`src/rtl/uarch_bus_pkg.sv`:
```
package uarch_bus_pkg;
  // operand bus source codes
  localparam int BS_MDR  = 0;
  localparam int BS_PC   = 1;
  localparam int BS_MBRS = 2;
  localparam int BS_MBRU = 3;
  localparam int BS_SP   = 4;
  localparam int BS_LV   = 5;
  localparam int BS_CPP  = 6;
  localparam int BS_TOS  = 7;
  localparam int BS_OPC  = 8;
  localparam int NUM_BSRC = 9;

  // result bus write mask bit positions
  localparam int CD_MAR = 0;
  localparam int CD_MDR = 1;
  localparam int CD_PC  = 2;
  localparam int CD_SP  = 3;
  localparam int CD_LV  = 4;
  localparam int CD_CPP = 5;
  localparam int CD_TOS = 6;
  localparam int CD_OPC = 7;
  localparam int CD_H   = 8;
  localparam int NUM_CDST = 9;

  typedef struct packed {
    logic rd;
    logic wr;
    logic fetch;
  } memreq_t;
endpackage

```
`src/rtl/bsrc_decode.sv`:
```
module bsrc_decode #(
  parameter int SEL_W = 4,
  parameter int N     = 9
) (
  input  logic [SEL_W-1:0] sel,
  output logic [N-1:0]     en
);
  for (genvar i = 0; i < N; i++) begin : g_dec
    assign en[i] = (sel == SEL_W'(i));
  end
endmodule

```
`src/rtl/bbus_mux.sv`:
```
module bbus_mux #(
  parameter int DW = 32,
  parameter int N  = 9
) (
  input  logic [N*DW-1:0] srcs,
  input  logic [N-1:0]    en,
  output logic [DW-1:0]   y
);
  logic [DW-1:0] acc [N+1];
  assign acc[0] = '0;
  for (genvar i = 0; i < N; i++) begin : g_or
    assign acc[i+1] = acc[i] | (srcs[i*DW +: DW] & {DW{en[i]}});
  end
  assign y = acc[N];
endmodule

```
`src/rtl/dp_reg.sv`:
```
module dp_reg #(
  parameter int DW = 32
) (
  input  logic          clk,
  input  logic          rst,
  input  logic          load,
  input  logic [DW-1:0] d,
  input  logic          mem_load,
  input  logic [DW-1:0] mem_d,
  output logic [DW-1:0] q
);
  // returning memory data takes priority over a result bus load
  always_ff @(posedge clk) begin
    if (rst)           q <= '0;
    else if (mem_load) q <= mem_d;
    else if (load)     q <= d;
  end
endmodule

```
`src/rtl/mem_seq.sv`:
```
module mem_seq
  import uarch_bus_pkg::*;
(
  input  logic    clk,
  input  logic    rst,
  input  memreq_t req,
  output memreq_t pend
);
  always_ff @(posedge clk) begin
    if (rst) pend <= '0;
    else     pend <= req;
  end
endmodule

```
`src/rtl/uarch_reg_bus.sv`:
```
module uarch_reg_bus
  import uarch_bus_pkg::*;
#(
  parameter int DW     = 32,
  parameter int SEL_W  = 4,
  parameter int BYTE_W = 8
) (
  input  logic                clk,
  input  logic                rst,
  input  logic [SEL_W-1:0]    b_sel,
  input  logic [NUM_CDST-1:0] c_wr_en,
  input  logic [DW-1:0]       c_bus,
  input  logic                mem_read,
  input  logic                mem_write,
  input  logic                mem_fetch,
  output logic [DW-1:0]       b_bus,
  output logic [DW-1:0]       h_opnd,
  output logic [DW-1:0]       dmem_addr,
  output logic [DW-1:0]       dmem_wdata,
  output logic                dmem_rd_en,
  output logic                dmem_wr_en,
  input  logic [DW-1:0]       dmem_rdata,
  output logic [DW-1:0]       imem_addr,
  output logic                imem_rd_en,
  input  logic [BYTE_W-1:0]   imem_rdata
);
  localparam int EXT_W = DW - BYTE_W;

  memreq_t req, pend;
  logic [DW-1:0]       regs [NUM_CDST];
  logic [NUM_CDST-1:0] alt_ld;
  logic [BYTE_W-1:0]   mbr_q;
  logic [NUM_BSRC-1:0] src_en;
  logic [NUM_BSRC*DW-1:0] srcs;

  assign req.rd    = mem_read;
  assign req.wr    = mem_write;
  assign req.fetch = mem_fetch;

  mem_seq u_seq (
    .clk  (clk),
    .rst  (rst),
    .req  (req),
    .pend (pend)
  );

  assign alt_ld = NUM_CDST'(pend.rd) << CD_MDR;

  for (genvar i = 0; i < NUM_CDST; i++) begin : g_reg
    dp_reg #(.DW(DW)) u_reg (
      .clk      (clk),
      .rst      (rst),
      .load     (c_wr_en[i]),
      .d        (c_bus),
      .mem_load (alt_ld[i]),
      .mem_d    (dmem_rdata),
      .q        (regs[i])
    );
  end

  dp_reg #(.DW(BYTE_W)) u_mbr (
    .clk      (clk),
    .rst      (rst),
    .load     (1'b0),
    .d        ({BYTE_W{1'b0}}),
    .mem_load (pend.fetch),
    .mem_d    (imem_rdata),
    .q        (mbr_q)
  );

  bsrc_decode #(.SEL_W(SEL_W), .N(NUM_BSRC)) u_dec (
    .sel (b_sel),
    .en  (src_en)
  );

  assign srcs[BS_MDR*DW  +: DW] = regs[CD_MDR];
  assign srcs[BS_PC*DW   +: DW] = regs[CD_PC];
  assign srcs[BS_MBRS*DW +: DW] = {{EXT_W{mbr_q[BYTE_W-1]}}, mbr_q};
  assign srcs[BS_MBRU*DW +: DW] = {{EXT_W{1'b0}}, mbr_q};
  assign srcs[BS_SP*DW   +: DW] = regs[CD_SP];
  assign srcs[BS_LV*DW   +: DW] = regs[CD_LV];
  assign srcs[BS_CPP*DW  +: DW] = regs[CD_CPP];
  assign srcs[BS_TOS*DW  +: DW] = regs[CD_TOS];
  assign srcs[BS_OPC*DW  +: DW] = regs[CD_OPC];

  bbus_mux #(.DW(DW), .N(NUM_BSRC)) u_mux (
    .srcs (srcs),
    .en   (src_en),
    .y    (b_bus)
  );

  assign h_opnd     = regs[CD_H];
  assign dmem_addr  = regs[CD_MAR];
  assign dmem_wdata = regs[CD_MDR];
  assign dmem_rd_en = pend.rd;
  assign dmem_wr_en = pend.wr;
  assign imem_addr  = regs[CD_PC];
  assign imem_rd_en = pend.fetch;
endmodule

```
`config.mk`:
```
export PLATFORM = sky130hd
export DESIGN_NAME = uarch_reg_bus
export DESIGN_NICKNAME = d
export VERILOG_FILES = /design/src/rtl/uarch_bus_pkg.sv /design/src/rtl/bsrc_decode.sv /design/src/rtl/bbus_mux.sv /design/src/rtl/dp_reg.sv /design/src/rtl/mem_seq.sv /design/src/rtl/uarch_reg_bus.sv
export SDC_FILE = /design/constraint.sdc
export NUM_CORES = 1
export LEC_CHECK = 0
export BUFFER_PORTS_ARGS = -buffer_cell sky130_fd_sc_hd__buf_2
export CAP_MARGIN = 0
export CORE_MARGIN = 2
export CORE_UTILIZATION = 32
export DETAILED_ROUTE_END_ITERATION = 16
export GPL_ROUTABILITY_DRIVEN = 0
export PLACE_DENSITY = 0.62
export SLEW_MARGIN = 30
export SYNTH_ARGS = -nofsm -noshare
export SYNTH_HDL_FRONTEND = slang
export SYNTH_SLANG_ARGS = --single-unit
```
`constraint.sdc`:
```
create_clock -name clk -period 1.5 [get_ports clk]
set_clock_uncertainty 0.2 [all_clocks]
set_input_delay 0.225 -clock clk [delete_from_list [all_inputs] [get_ports clk]]
set_output_delay 0.225 -clock clk [all_outputs]
set_load 0.02 [all_outputs]
```
==> results.ini <==
[floorplanning]
core_mm2=0.0397
die_area_mm2=0.0419
num_rows=73
die_y_um=205
die_w_um=205
start_util_pct=32.5
io_pins=253

[sta]
max_freq_ghz=0.438
holdWs_ps=52.2
worst_pin_slew_ps=395
tns_ps=-20990
rsz0062_at_grt=yes
setup_violations=65
post-route-period-util_pct=152
hold_viol=0
slew-limit-headroom_pct=73.5
setup_ws_ps=-786
period_needed_ps=2290
slew_viol_final=0

[logic_synthesis]
ys_seq_elements=299
synth.distinct_cells=48
yosysSeqAreaShare_pct=46.4
ys_top_cells_by_area=dfxtp_1, mux2i_1, nor2_1
yosysTopAreaCell=dfxtp_1
netlist_instances=1324
synth_flop_cell=dfxtp_1
synth-edff-count=0
synth.most_common_cell=mux2i_1
syn_avg_cell_area_um2=9.74
synth_commonest_cells=mux2i_1, nor2_1, dfxtp_1
synth_warnings=0
syn_nets=1414
synth_top_area_share_pct=46.4
async_flop_share_pct=0
syn_area_mm2=0.0129

[drt]
routed_wirelength_um=43200
drcViolationCount=0
drt-vias-per-instance=4.90
wl_per_cell_um=19.3
vias=11000
ant_nets=0
drt_iter0_drc=535
dr.pass1.iters=5

[layout]
nets=1787
drive_above_1_share_pct=33.8
area_delta_synth_final_pct=45.9
stdcell_area_mm2=0.0188
utilization_pct=47.3
diodes=0
multiInputGateArea_mm2=0.00658
seqCellArea_mm2=0.00608
nFillCells=3604

[setup_path]
crit_arrival_ps=1860
critPathRequiredTime_ps=1070
crit_path_max_fanout=6
path_common_cell=buf_4
worst_path_largest_cell_delay_ps=330
worstSetupPathType=reg -> out
crit_slowest_cell=dfxtp_2
end_kind=output pin
path_cells=nand2_2 > nor4_4 > buf_4 > buf_12 > a21oi_1 > o211ai_1 > buf_4
cp-start-kind=flip-flop

[run_status]
status=finished, violations left
failed_checks=negative setup slack

[clocking]
cts_max_level=2
clockRootBuffer=clkbuf_16
cts_buffers=36
cts_tree=built
clock_latency_ps=540
clockBufferDepth=3
cts.sinks=299
clk_pin_slew_ps=60

[global_route]
grt_overflow=0
grt_max_degree=45
antenna_found_initial=0
grt_pass1_vias=11000
grtUsageTotal_pct=20.1
grt_pass1_wl_um=64500

[placement]
io_buffer_count=252
post-dp-hpwl_um=27800
dpl_cell_area_mm2=0.0155

[pwr]
power.density_mw_per_mm2=1110
ir_drop_mv=1.01
total_leakage_power_nw=8.69

[run]
cap_violations=0

[min_path]
hp-class=in -> reg

-- flip-flops by register name, indices dropped and copies added, names as in the netlist --
name        flops
u_seq.pend      3
g.u_reg.q     288
u_mbr.q         8
-- metal layers --
layer | GRT usage [%] | part of all wire, %
met1 | 25.5 | 44
met2 | 33.4 | 47
met3 | 4.88 | 5.7
met4 | 6.73 | 3.0
met5 | 0 | 0
-- logic make-up (layout without fill, tap and decap cells) --
group | after synthesis | after routing | synth area share [%]
muxes | 355 | 355 | 27.6
buffers and inverters | 138 | 535 | 5.45
and+or+nand+nor | 373 | 373 | 12.0
AOI/OAI and AO/OA | 159 | 159 | 8.55
DFF | 299 | 299 | 46.4
-- per-stage QoR --
stage | worst slack, ps | instances | total power [mW]
after global routing | -866 | 2246 | 21.7
after CTS | -808 | 2240 | 21.0
after detailed placement | -571 | 2083 | 11.8
after floorplan | -195 | 1324 | 10.7
final | -786 | 2246 | 20.9
after global placement | -588 | 2083 | 11.8
-- layout make-up --
| cell class | count | share of cell area [%] |
|---|---|---|
| clock inverter | 7 | 0.372 |
| multi-input combinational | 887 | 35.0 |
| timing repair buffer | 473 | 23.0 |
| tap | 525 | 3.49 |
| clock buffer | 55 | 5.87 |
| sequential | 299 | 32.3 |
-- worst max-delay path: cells and delay by family (launching register included) --
kind,cells,cell delay (ps)
buf+inv,3,510
flops,1,330
compound gates,2,240
simple gates,2,240
-- placed cells by master (no fill, tap or decap), types with 3 or more instances in the layout --
| cell | instances |
|---|---|
| clkinv_2 | 3 |
| buf_4 | 117 |
| mux2i_1 | 354 |
| buf_12 | 32 |
| a22o_1 | 6 |
| buf_6 | 105 |
| o21ai_2 | 17 |
| nand2_1 | 4 |
| clkbuf_1 | 7 |
| nand2b_1 | 3 |
| dfxtp_4 | 5 |
| o22ai_1 | 16 |
| dfxtp_2 | 60 |
| a22oi_1 | 32 |
| nor2_1 | 336 |
| dlygate4sd3_1 | 81 |
| and2b_1 | 3 |
| o211ai_1 | 3 |
| a211oi_4 | 16 |
| o221ai_2 | 9 |
| clkbuf_8 | 11 |
| a22oi_2 | 7 |
| a21oi_1 | 35 |
| dfxtp_1 | 234 |
| o22a_1 | 7 |
| nand2_2 | 3 |
| buf_2 | 131 |
| nand3b_1 | 3 |
| nor2b_1 | 5 |
| clkbuf_16 | 38 |
-- worst paths after layout --
| check | start | end | slack [ps] | cells past startpoint |
|---|---|---|---|---|
| max reg2reg | u_seq.pend[2] | g_reg[1].u_reg.q[22] | 130 | 5 |
| max | u_mbr.q[7] | b_bus[14] | -790 | 7 |
| min reg2reg | g_reg[0].u_reg.q[24] | g_reg[0].u_reg.q[24] | 290 | 2 |
| min | c_wr_en[7] | g_reg[7].u_reg.q[27] | 50 | 4 |
-- repair_timing --
item / 4_1_cts / 5_1_grt
cloned: 3 / 1
hold endpoints to repair: 299 / 0
setup buffers: 11 / 9
pin swaps: 18 / 11
gates resized for setup: 292 / 61
endpoints found under the setup margin: 98 / 102
hold buffers: 81 / 0
-- report_power, final --
part / switching [mW] / internal, mW
sequential: 0.310 / 8.45
clock: 3.42 / 5.23
combinational: 1.83 / 1.64
(Power assumes the default switching activity.)
